$ cat config.mk
export PLATFORM = sky130hd
export DESIGN_NAME = link_recovery_sched
export DESIGN_NICKNAME = d
export VERILOG_FILES = /design/src/rtl/lrs_pkg.sv /design/src/rtl/lrs_lfsr.sv /design/src/rtl/lrs_tick_timer.sv /design/src/rtl/link_recovery_sched.sv
export SDC_FILE = /design/constraint.sdc
export NUM_CORES = 1
export LEC_CHECK = 0
export CORE_ASPECT_RATIO = 0.6
export CORE_UTILIZATION = 51
export DETAILED_ROUTE_END_ITERATION = 8
export DONT_BUFFER_PORTS = 1
export MAX_ROUTING_LAYER = met4
export PLACE_DENSITY = 0.71
export SYNTH_ARGS = -nofsm -noshare
export SYNTH_HDL_FRONTEND = slang
export SYNTH_SLANG_ARGS = --single-unit
$ cat constraint.sdc
create_clock -name clk -period 8.6 [get_ports clk]
set_clock_uncertainty 0.15 [all_clocks]
set_input_delay 2.58 -clock clk [delete_from_list [all_inputs] [get_ports clk]]
set_output_delay 2.58 -clock clk [all_outputs]
set_load 0.01 [all_outputs]
$ cat src/rtl/lrs_pkg.sv
package lrs_pkg;
  typedef enum logic [2:0] {
    ST_UP_WAIT   = 3'd0,
    ST_DOWN_WAIT = 3'd1,
    ST_SNAPSHOT  = 3'd2,
    ST_RESET     = 3'd3,
    ST_SETTLE    = 3'd4
  } lrs_state_t;
endpackage

$ cat src/rtl/lrs_lfsr.sv
module lrs_lfsr #(
  parameter int              W        = 16,
  parameter logic [W-1:0]    TAPS     = 16'hB400,
  parameter logic [W-1:0]    FALLBACK = 16'hACE1
) (
  input  logic         clk,
  input  logic         rst,
  input  logic [W-1:0] seed,
  output logic [W-1:0] value
);
  logic [W-1:0] st;

  always_ff @(posedge clk) begin
    if (rst) st <= (seed == '0) ? FALLBACK : seed;
    else     st <= {st[W-2:0], ^(st & TAPS)};
  end

  assign value = st;


  lfsr_nonzero_chk: assert property (@(posedge clk) disable iff (rst) st != '0)
    else $error("lfsr reached the all-zero lock state");
endmodule

$ cat src/rtl/lrs_tick_timer.sv
module lrs_tick_timer #(
  parameter int CNT_W   = 10,
  parameter int RST_VAL = 600
) (
  input  logic             clk,
  input  logic             rst,
  input  logic             load,
  input  logic [CNT_W-1:0] load_val,
  input  logic             tick,
  output logic             expire
);
  logic [CNT_W-1:0] cnt;

  always_ff @(posedge clk) begin
    if (rst)                    cnt <= CNT_W'(RST_VAL);
    else if (load)              cnt <= load_val;
    else if (tick && cnt != '0) cnt <= cnt - 1'b1;
  end

  assign expire = tick && (cnt == CNT_W'(1));


  load_nonzero_chk: assert property (@(posedge clk) disable iff (rst) load |-> load_val != '0)
    else $error("timer loaded with zero");
endmodule

$ cat src/rtl/link_recovery_sched.sv
module link_recovery_sched #(
  parameter int UP_TICKS     = 1000,
  parameter int MIN_WAIT     = 100,
  parameter int MAX_WAIT     = 1000,
  parameter int SETTLE_TICKS = 600,
  parameter int RST_CYCLES   = 4,
  parameter int LFSR_W       = 16
) (
  input  logic              clk,
  input  logic              rst,
  input  logic              ms_tick,
  input  logic              link_up,
  input  logic [LFSR_W-1:0] seed,
  output logic              poll,
  output logic              phy_reset,
  output logic              snap_req,
  output logic              link_loss
);
  import lrs_pkg::*;

  localparam int BIG_A   = (UP_TICKS > SETTLE_TICKS) ? UP_TICKS : SETTLE_TICKS;
  localparam int BIGGEST = (BIG_A > MAX_WAIT) ? BIG_A : MAX_WAIT;
  localparam int CNT_W   = $clog2(BIGGEST + 1);
  localparam int SPAN    = MAX_WAIT - MIN_WAIT + 1;
  localparam int RC_W    = $clog2(RST_CYCLES + 1);

  lrs_state_t        state;
  logic [RC_W-1:0]   rcnt;
  logic              link_q;
  logic [LFSR_W-1:0] rnd_raw;
  logic [CNT_W-1:0]  rnd_wait;
  logic              t_load;
  logic [CNT_W-1:0]  t_val;
  logic              t_exp;

  lrs_lfsr #(.W(LFSR_W)) u_lfsr (
    .clk(clk), .rst(rst), .seed(seed), .value(rnd_raw)
  );

  lrs_tick_timer #(.CNT_W(CNT_W), .RST_VAL(SETTLE_TICKS)) u_timer (
    .clk(clk), .rst(rst), .load(t_load), .load_val(t_val),
    .tick(ms_tick), .expire(t_exp)
  );

  always_comb begin
    int r;
    r = MIN_WAIT + (int'(rnd_raw) % SPAN);
    if (r < 1) r = 1;
    rnd_wait = CNT_W'(r);
  end

  always_comb begin
    t_load = 1'b0;
    t_val  = rnd_wait;
    unique case (state)
      ST_UP_WAIT, ST_DOWN_WAIT: if (t_exp && link_up) begin
        t_load = 1'b1;
        t_val  = CNT_W'(UP_TICKS);
      end
      ST_RESET: if (rcnt == '0) begin
        t_load = 1'b1;
        t_val  = CNT_W'(SETTLE_TICKS);
      end
      ST_SETTLE: if (t_exp) t_load = 1'b1;
      default: ;
    endcase
  end

  always_ff @(posedge clk) begin
    if (rst) begin
      state     <= ST_SETTLE;
      rcnt      <= '0;
      link_q    <= 1'b0;
      poll      <= 1'b0;
      snap_req  <= 1'b0;
      phy_reset <= 1'b0;
      link_loss <= 1'b0;
    end else begin
      poll      <= 1'b0;
      snap_req  <= 1'b0;
      link_q    <= link_up;
      link_loss <= link_q & ~link_up;
      unique case (state)
        ST_UP_WAIT, ST_DOWN_WAIT: if (t_exp) begin
          poll <= 1'b1;
          if (link_up) state <= ST_UP_WAIT;
          else begin
            snap_req <= 1'b1;
            state    <= ST_SNAPSHOT;
          end
        end
        ST_SNAPSHOT: begin
          phy_reset <= 1'b1;
          rcnt      <= RC_W'(RST_CYCLES - 1);
          state     <= ST_RESET;
        end
        ST_RESET: begin
          if (rcnt == '0) begin
            phy_reset <= 1'b0;
            state     <= ST_SETTLE;
          end else begin
            rcnt <= rcnt - 1'b1;
          end
        end
        ST_SETTLE: if (t_exp) state <= ST_DOWN_WAIT;
        default: state <= ST_SETTLE;
      endcase
    end
  end


  snap_then_rst_chk: assert property (@(posedge clk) disable iff (rst) snap_req |=> phy_reset)
    else $error("reset pulse did not follow snapshot request");


  rst_after_snap_chk: assert property (@(posedge clk) disable iff (rst)
    $rose(phy_reset) |-> $past(snap_req))
    else $error("reset pulse without preceding snapshot request");


  up_poll_quiet_chk: assert property (@(posedge clk) disable iff (rst)
    (poll && $past(link_up)) |-> (!snap_req && !phy_reset))
    else $error("poll with link up triggered recovery");


  loss_single_chk: assert property (@(posedge clk) disable iff (rst) link_loss |=> !link_loss)
    else $error("link_loss longer than one cycle");
endmodule

==> results.yml, run 1 <==
run_status:
  outcome: "completed"
timing:
  timing.final.ws_setup_ns: 0.0623
  slew_viol_final: 0
  finalHoldWorstSlack_ns: 0.330
  fin_crit_ns: 8.54
  finalSetupViolCount: 0
  grt_setup_unrepaired: "yes"
  max_slew_margin: 0.452
  final-hold-violation-count: 0
  max_freq_ghz: 0.117
  worstMarginPinSlew_ns: 0.817
  fin_crit_sh: 0.993
die:
  rows: 28
  die_h_um: 82.6
  dieArea_um2: 11200
  die_w_um: 136
  core_region_area_um2: 10200
  initial_core_util: 0.541
  io_pins: 24
finish:
  fin_util: 0.713
  final_nets: 893
  fillerInstances: 804
  area_delta_synth_final_pct: 31.7
  drive_gt1_frac: 0.322
  register_area_um2: 746
  fin_cells: 1000
  multi_input_area_um2: 5200
  fin_area_um2: 7260
synthesis:
  yosys_register_bits: 37
  seq_area_frac_synth: 0.134
  synth_edf_count: 0
  postSynth.asyncResetShare: 0
  ys.flop_type: "dfxtp_1"
  synth_nets: 805
  synth_area_um2: 5520
  synth.avg_cell_area_um2: 7.12
  synthDistinctLibCells: 99
  syn-instance-count: 775
  yosys_warnings: 0
power:
  netSwitchingFraction: 0.536
  power_frac_seq: 0.054
  p_clk_frac: 0.051
  max-vdd-ir-drop_mv: 0.798
  leakage_uw: 0.00271
  switchingPower_uw: 1910
  power_frac_comb: 0.895
  internal_power_uw: 1660
  power.density_nw_per_um2: 491
min_path:
  hold_path.class: "flip-flop to flip-flop"
clock_network:
  cts_tree: "yes"
  root_buffer: "clkbuf_16"
  clock_path_buffers: 2
  clkLatencyLatePin_ns: 0.28
  clk_pin_slew_worst_paths_ns: 0.06
  cts_buffers: 5
  cts.sinks: 37
  cts_hold_buf: 0
  cts_max_level: 2
worst_setup_path:
  critical_path.most_common_cell: "buf_4"
  cp-end-kind: "flip-flop"
  crit_path_max_fanout: 13
  critPathSlowestCell: "a221oi_4"
  critPathKind: "flip-flop to flip-flop"
  arrival_ns: 8.56
  cp-start-kind: "flip-flop"
  required_ns: 8.63
  slowest_delay_ns: 0.41
routing:
  viasPerCell: 6.94
  dr_total_vias: 6943
  drc: 0
  drt_iter0_drc: 974
  ant_nets: 0
  drtPass1Iterations: 6
  wire_per_inst_um: 21.7
  drt_wl_total_um: 21700
job:
  drv_cap: 0
placement:
  dp_hpwl_um: 16100
  port_buffers: 0
  place_ws_ns: -0.326
  dp.cells: 956
  gp_congestion: 0.993
  placed_area_um2: 6190
global_route:
  grt.overflow.total: 0
  antenna_found_initial: 1
  grt_pass1_wl_um: 31600
  grt_usage: 0.375
  grt_start_max_net_pins: 45
  first_global_vias: 5846
cell families (layout without fill, tap and decap cells):
logic type / Yosys count / count (layout) / synth area share
XOR/XNOR: 43 / 43 / 0.0724
adder cells (fa/ha/maj): 16 / 16 / 0.0336
other: 0 / 1 / 0
buffers and inverters: 60 / 149 / 0.0483
multiplexers: 15 / 15 / 0.0306
flip-flops: 37 / 37 / 0.134
AND/OR/NAND/NOR: 309 / 309 / 0.287
AO/OA/AOI/OAI: 295 / 295 / 0.394
sequential cells by signal, summed over array words and instances (netlist names):
| register | cells |
|---|---|
| link_loss | 1 |
| link_q | 1 |
| phy_reset | 1 |
| poll | 1 |
| rcnt | 3 |
| snap_req | 1 |
| state | 3 |
| u_lfsr.value | 16 |
| u_timer.cnt | 10 |
stage by stage:
stage	TNS, ns	power, uW
after floorplan	0	1780
after global placement	-0.764	2550
after detailed placement	-0.714	2570
after CTS	0	2850
after global routing	-0.891	3730
final	0	3570
final cells by class:
cell class | count | area share
Sequential cell | 37 | 0.103
Clock buffer | 5 | 0.0172
Multi-Input combinational cell | 678 | 0.716
Timing Repair Buffer | 119 | 0.127
Tap cell | 135 | 0.0233
Antenna cell | 1 | 0.000344
Clock inverter | 3 | 0.00293
Inverter | 22 | 0.0114
repair_timing:
item                                    in CTS  in global routing
pin swaps                                   10                 52
endpoints found under the setup margin       5                  8
setup buffers                                8                 27
resized for setup                           22                114
Yosys cell counts, types with 6 or more instances:
cell      instances  area share
nand3_1          25       0.023
o22a_1           13       0.021
a22oi_1           7      0.0095
buf_2             9      0.0082
mux2_2            7       0.014
dfxtp_1          37        0.13
nor4_1           15       0.017
or2_1             6      0.0068
o22ai_1          11       0.012
xor2_1           10       0.016
inv_1            22       0.015
a21oi_1          58       0.053
maj3_1            6       0.011
or3_1            11       0.012
nor2_1           81       0.055
xnor2_1          30       0.048
nor3_1           28       0.025
nor2b_1          11       0.012
nand2b_1         10       0.011
ha_1             10       0.023
a211oi_1         17       0.023
a21o_1           15       0.020
o211ai_1         12       0.016
o21a_1           10       0.014
and3_1            9       0.010
nand2_1          63       0.043
a31oi_1          12       0.014
clkbuf_1         20       0.014
o21ai_0          40       0.036
and2_1            7      0.0079
mux2i_1           6       0.011
a211o_1           9       0.014
o21ai_1           6      0.0054
or2_2             6      0.0068
per-layer routing:
metal	global-route usage	vias to the layer above	wire length, um
met4	0.0400	0	210
met5	-	-	0
met3	0.0958	32	2800
met1	0.561	3297	10100
li1	-	3144	-
met2	0.499	470	8640
power by group through the flow:
stage | clock (uW) | combinational, uW | sequential (uW)
floorplan | 0 | 1580 | 195
global placement | 0 | 2350 | 196
detailed placement | 0 | 2380 | 196
CTS | 181 | 2480 | 194
global route | 189 | 3350 | 195
finish | 180 | 3190 | 194
worst max-delay path: cells and delay by family (launching register included):
| family | cells | cell delay, ns |
|---|---|---|
| compound gates | 16 | 4.08 |
| fa+ha+maj | 3 | 0.70 |
| mux | 1 | 0.34 |
| flops | 1 | 0.36 |
| buf+inv | 9 | 1.38 |
| xor+xnor | 1 | 0.15 |
| simple gates | 8 | 1.24 |
worst paths after layout:
path	slack, ns	to	from	cells past startpoint
max	0.06	u_timer.cnt[8]$_SDFFE_PP0P_	u_lfsr.value[12]$_DFF_P_	38
min	0.33	link_loss$_SDFF_PP0_	link_q$_SDFF_PP0_	1
max reg2reg	0.06	u_timer.cnt[8]$_SDFFE_PP0P_	u_lfsr.value[12]$_DFF_P_	38
min reg2reg	0.33	link_loss$_SDFF_PP0_	link_q$_SDFF_PP0_	1
cell usage in the layout (no fill, tap or decap), types with 6 or more instances in the layout:
cell	Yosys	routed
buf_4	1	112
nor2_1	81	75
nand2_1	63	60
a21oi_1	58	53
dfxtp_1	37	35
o21ai_0	40	34
xnor2_1	30	26
nor3_1	28	26
inv_1	22	21
nand3_1	25	21
a21o_1	15	14
nor4_1	15	14
o22a_1	13	12
a211oi_1	17	12
o211ai_1	12	12
o21ai_2	4	11
nor2b_1	11	10
a31oi_1	12	10
nand2b_1	10	10
o22ai_1	11	9
xor2_1	10	9
o21a_1	10	8
and3_1	9	8
or3_1	11	7
a211o_1	9	7
mux2_2	7	7
buf_6	3	7
or2_2	6	6
a22oi_1	7	6
mux2i_1	6	6
nor2_2	5	6
Power figures use the tool's default switching activity.
==> inputs of run 2 (changes only) <==
- CORE_UTILIZATION: 51 -> 32
- PLACE_DENSITY: 0.71 -> 0.49
==> run 2 against run 1 <==
  * Sequential power is essentially flat
  * Clock power grew 4%
  * Global-route usage shrank 14 points
  * Critical path depth grew 2
  * Largest power group unchanged
==> results.yml, run 2 (same netlist as run 1, synthesis figures left out) <==
worst_setup_path:
  slowest_delay_ns: 0.45
  rr_worst_depth: 40
  crit_path_start: "u_lfsr.value[12]$_DFF_P_"
  required_ns: 8.64
  critical_path.most_common_cell: "nor2_4"
  critPathKind: "flip-flop to flip-flop"
  worstReg2RegEnd: "u_timer.cnt[8]$_SDFFE_PP0P_"
  crit_path_max_fanout: 6
  cp-start-kind: "flip-flop"
  crit-reg2reg-launch: "u_lfsr.value[12]$_DFF_P_"
  ff2ff_setup_slack_ns: 0.19
  arrival_ns: 8.45
  critPathSlowestCell: "a2111oi_4"
  cp-end-kind: "flip-flop"
power:
  leakage_uw: 0.00266
  max-vdd-ir-drop_mv: 0.235
  internal_power_uw: 1520
  netSwitchingFraction: 0.527
  power_frac_seq: 0.061
  p_clk_frac: 0.058
  switchingPower_uw: 1690
  power_frac_comb: 0.881
  power.density_nw_per_um2: 447
die:
  dieArea_um2: 17800
  core_region_area_um2: 16500
  rows: 36
  die_w_um: 171
  io_pins: 24
  die_h_um: 104
  initial_core_util: 0.334
timing:
  worstMarginPinSlew_ns: 0.859
  fin_crit_sh: 0.978
  fin_crit_ns: 8.41
  max_freq_ghz: 0.119
  timing.final.ws_setup_ns: 0.192
  final-hold-violation-count: 0
  slew_viol_final: 0
  max_slew_margin: 0.425
  finalSetupViolCount: 0
global_route:
  grt_pass1_wl_um: 32700
  first_global_vias: 6010
  grt_usage: 0.238
  grt.overflow.total: 0
  antenna_found_initial: 0
  grt_start_max_net_pins: 45
finish:
  final_cell_mix: "115 x buf_4, 77 x nor2_1, 61 x nand2_1"
  antenna_cells: 0
  final_nets: 893
  fin_util: 0.436
  drive_gt1_frac: 0.297
  fin_area_um2: 7200
  area_delta_synth_final_pct: 30.5
  final_common_cell: "buf_4"
  fillerInstances: 1743
  largest_reg_flops: 16
clock_network:
  cts.sinks: 37
  cts_buffers: 5
  clk_pin_slew_worst_paths_ns: 0.06
  cts_max_level: 2
  clock_path_buffers: 2
  cts_tree: "yes"
  clkLatencyLatePin_ns: 0.29
  root_buffer: "clkbuf_16"
run_status:
  outcome: "completed"
placement:
  dp_hpwl_um: 16800
  port_buffers: 0
  place_ws_ns: -0.304
  gp_congestion: 0.997
  placed_area_um2: 6320
routing:
  drt_iter0_drc: 665
  drc: 0
  wire_per_inst_um: 19.4
  dr_total_vias: 6611
  ant_nets: 0
  drt_wl_total_um: 21200
  viasPerCell: 6.05
  drtPass1Iterations: 5
min_path:
  min_from: "link_q$_SDFF_PP0_"
  hold-path-cell-count: 1
  hold_path.class: "flip-flop to flip-flop"
  hold_end: "link_loss$_SDFF_PP0_"
job:
  drv_cap: 0
-- run 2: cell type report --
type / count / area [um2] / share of cell area
multi-input cells: 678 / 5020 / 0.698
repair buffers: 119 / 917 / 0.127
flip-flops and latches: 37 / 746 / 0.104
well taps: 228 / 285 / 0.0396
clock buffers: 5 / 125 / 0.0174
inverters: 22 / 82.6 / 0.0115
clock inverters: 3 / 21.3 / 0.00295
-- run 2: worst max-delay path by stage --
stage / end / depth (start not counted) / slack (ns)
2_1_floorplan: u_timer.cnt[8]$_SDFFE_PP0P_ / 42 / 0.009
3_3_place_gp: u_timer.cnt[8]$_SDFFE_PP0P_ / 40 / -0.18
3_5_place_dp: u_timer.cnt[8]$_SDFFE_PP0P_ / 38 / -0.30
4_1_cts: u_timer.cnt[8]$_SDFFE_PP0P_ / 37 / 0.01
5_1_grt: u_timer.cnt[8]$_SDFFE_PP0P_ / 40 / -0.20
6_report: u_timer.cnt[8]$_SDFFE_PP0P_ / 40 / 0.19
-- run 2: worst max-delay path: cells and delay by family, from the launching register on --
family,cells,cell delay (ns)
adder cells (fa/ha/maj),4,0.89
AO/OA/AOI/OAI,17,3.67
XOR/XNOR,1,0.14
buffers and inverters,4,0.59
AND/OR/NAND/NOR,13,2.12
flip-flops,1,0.37
multiplexers,1,0.37
-- run 2: what timing repair did --
action / in CTS / in global routing
resized for setup: 17 / 82
hold buffers: 0 / 0
setup endpoints to repair: 5 / 7
gates cloned: 0 / 0
pin swaps: 10 / 45
hold endpoints to repair: 0 / 0
setup buffers: 3 / 31
-- run 2: power by group through the flow --
stage	sequential [uW]	combinational (uW)	clock, uW
2_1_floorplan	195	1580	0
3_3_place_gp	197	2340	0
3_5_place_dp	198	2340	0
4_1_cts	194	2420	189
5_1_grt	197	3040	201
6_report	196	2840	187
-- run 2: routing by layer --
metal | vias to the layer above | GRT usage | wire (um)
met1 | 3204 | 0.367 | 11000
met5 | - | - | 0
met4 | 0 | 0.0191 | 73
met3 | 16 | 0.0776 | 1890
met2 | 227 | 0.300 | 8240
li1 | 3164 | - | -
-- run 2: through the flow --
stage / setup TNS [ns] / total power (uW) / cells / hold WS [ns]
floorplan: 0 / 1780 / 775 / 0.289
global placement: -0.194 / 2530 / 1050 / 0.291
detailed placement: -0.622 / 2540 / 1050 / 0.302
CTS: 0 / 2800 / 1061 / 0.310
global route: -0.531 / 3440 / 1092 / 0.338
finish: 0 / 3220 / 1092 / 0.309
==> inputs of run 3 (changes only) <==
- PLACE_DENSITY: 0.49 -> 0.48
- clock period: 8.6 -> 8.8 ns (I/O delays scaled with it)
==> run 3 against run 2 <==
  * Combinational power down 12%
  * Global-route usage down 0.26 points
  * Routed wire length down 0.93%
  * Clock power up 10%
  * First-iteration DRC count up 32%
  * Count of clock-buffer cells in the layout up 1
  * Via count down 2.6%
  * Setup slack better by 0.12 ns
  * Final cell count down 2.2%
  * Fmax down 0.92%
  * Sequential share of layout area up 0.47 points
  * Critical endpoint unchanged
  * Largest power group unchanged
  * Highest routed layer unchanged
==> results.yml, run 3 (same netlist as run 1, synthesis figures left out) <==
die:
  die_w_um: 171
  die_h_um: 104
  dieArea_um2: 17800
  initial_core_util: 0.334
  io_pins: 24
  rows: 36
  core_region_area_um2: 16500
clock_network:
  cts_tree: "yes"
  cts_max_level: 2
  clock_path_buffers: 2
  clk_pin_slew_worst_paths_ns: 0.06
  cts_hold_buf: 0
  cts_buffers: 5
  clkLatencyLatePin_ns: 0.28
  cts.sinks: 37
  root_buffer: "clkbuf_16"
routing:
  viasPerCell: 6.03
  drt_wl_total_um: 21000
  drc: 0
  wire_per_inst_um: 19.7
  drtPass1Iterations: 6
  drt_iter0_drc: 880
  ant_nets: 0
  dr_total_vias: 6442
placement:
  dp.cells: 1046
  gp_congestion: 0.967
  port_buffers: 0
  dp_hpwl_um: 16600
  place_ws_ns: -0.157
finish:
  fin_util: 0.415
  drive_gt1_frac: 0.257
  final_common_cell: "buf_4"
  final_cell_mix: "92 x buf_4, 77 x nor2_1, 61 x nand2_1"
  final_nets: 869
  fillerInstances: 1721
  largest_reg_flops: 16
  antenna_cells: 0
  fin_cells: 1068
  area_delta_synth_final_pct: 24.5
worst_setup_path:
  critPathKind: "flip-flop to flip-flop"
  critical_path.most_common_cell: "a211oi_2"
  critPathSlowestCell: "or3b_1"
  slowest_delay_ns: 0.40
  required_ns: 8.83
  cp-end-kind: "flip-flop"
  arrival_ns: 8.52
  cp-start-kind: "flip-flop"
  crit_path_max_fanout: 9
timing:
  finalHoldWorstSlack_ns: 0.306
  worstMarginPinSlew_ns: 0.802
  max_freq_ghz: 0.118
  final-hold-violation-count: 0
  fin_crit_sh: 0.964
  tns_ns: 0
  max_slew_margin: 0.463
  timing.final.ws_setup_ns: 0.314
  slew_viol_final: 0
  finalSetupViolCount: 0
  fin_crit_ns: 8.49
global_route:
  antenna_found_initial: 0
  grt_start_max_net_pins: 45
  grt_usage: 0.236
  first_global_vias: 5713
  grt.overflow.total: 0
  grt_pass1_wl_um: 32400
job:
  drv_cap: 0
run_status:
  outcome: "completed"
power:
  leakage_uw: 0.00253
  power.density_nw_per_um2: 423
  max-vdd-ir-drop_mv: 0.257
min_path:
  hold_path.class: "flip-flop to flip-flop"
[run 3: metrics by stage]
| step | area, um2 | power, uW |
|---|---|---|
| after global routing | 6870 | 3130 |
| after detailed placement | 6250 | 2470 |
| after floorplan | 5540 | 1720 |
| final | 6870 | 2900 |
| after global placement | 6250 | 2490 |
| after CTS | 6490 | 2710 |
[run 3: routing by layer]
metal  global-route usage  share of wire  up-vias
met4               0.0134         0.0017        0
met3               0.0573          0.098        8
met1                0.384           0.52     3068
met5                    -              0        -
li1                     -              -     3102
met2                0.287           0.38      264
[run 3: timing repair]
item	4_1_cts	5_1_grt
buffers inserted	2	12
gates resized for setup	11	68
gates cloned	0	0
endpoints found under the setup margin	3	8
pin swaps	3	20
[run 3: worst max-delay path, delay by kind of cell (launching register included)]
| kind | cells | cell delay (ns) |
|---|---|---|
| AOI/OAI and AO/OA | 18 | 3.69 |
| and+or+nand+nor | 12 | 2.29 |
| adders and majority gates | 4 | 1.11 |
| muxes | 1 | 0.37 |
| DFF | 1 | 0.36 |
| buffers and inverters | 2 | 0.26 |
| xor gates and xnor gates | 1 | 0.15 |
[run 3: report_power, final]
part           switching (uW)  internal [uW]
clock network            72.1            134
registers                12.3            179
logic                    1460           1040
[run 3: area by class of cell]
type,count,area (um2),share of cell area
clock buffers,6,129,0.0188
clock inverters,2,38.8,0.00565
inverters,22,82.6,0.0120
multi-input cells,678,4860,0.708
flip-flops and latches,37,743,0.108
well taps,228,285,0.0415
repair buffers,95,724,0.106
[run 3: path summary, 6_finish.rpt]
check,cells past startpoint,from,to,slack (ns)
worst min-delay path,1,link_q$_SDFF_PP0_,link_loss$_SDFF_PP0_,0.31
worst min register to register,1,link_q$_SDFF_PP0_,link_loss$_SDFF_PP0_,0.31
worst max register to register,38,u_lfsr.value[10]$_DFF_P_,u_timer.cnt[8]$_SDFFE_PP0P_,0.31
worst max-delay path,38,u_lfsr.value[10]$_DFF_P_,u_timer.cnt[8]$_SDFFE_PP0P_,0.31
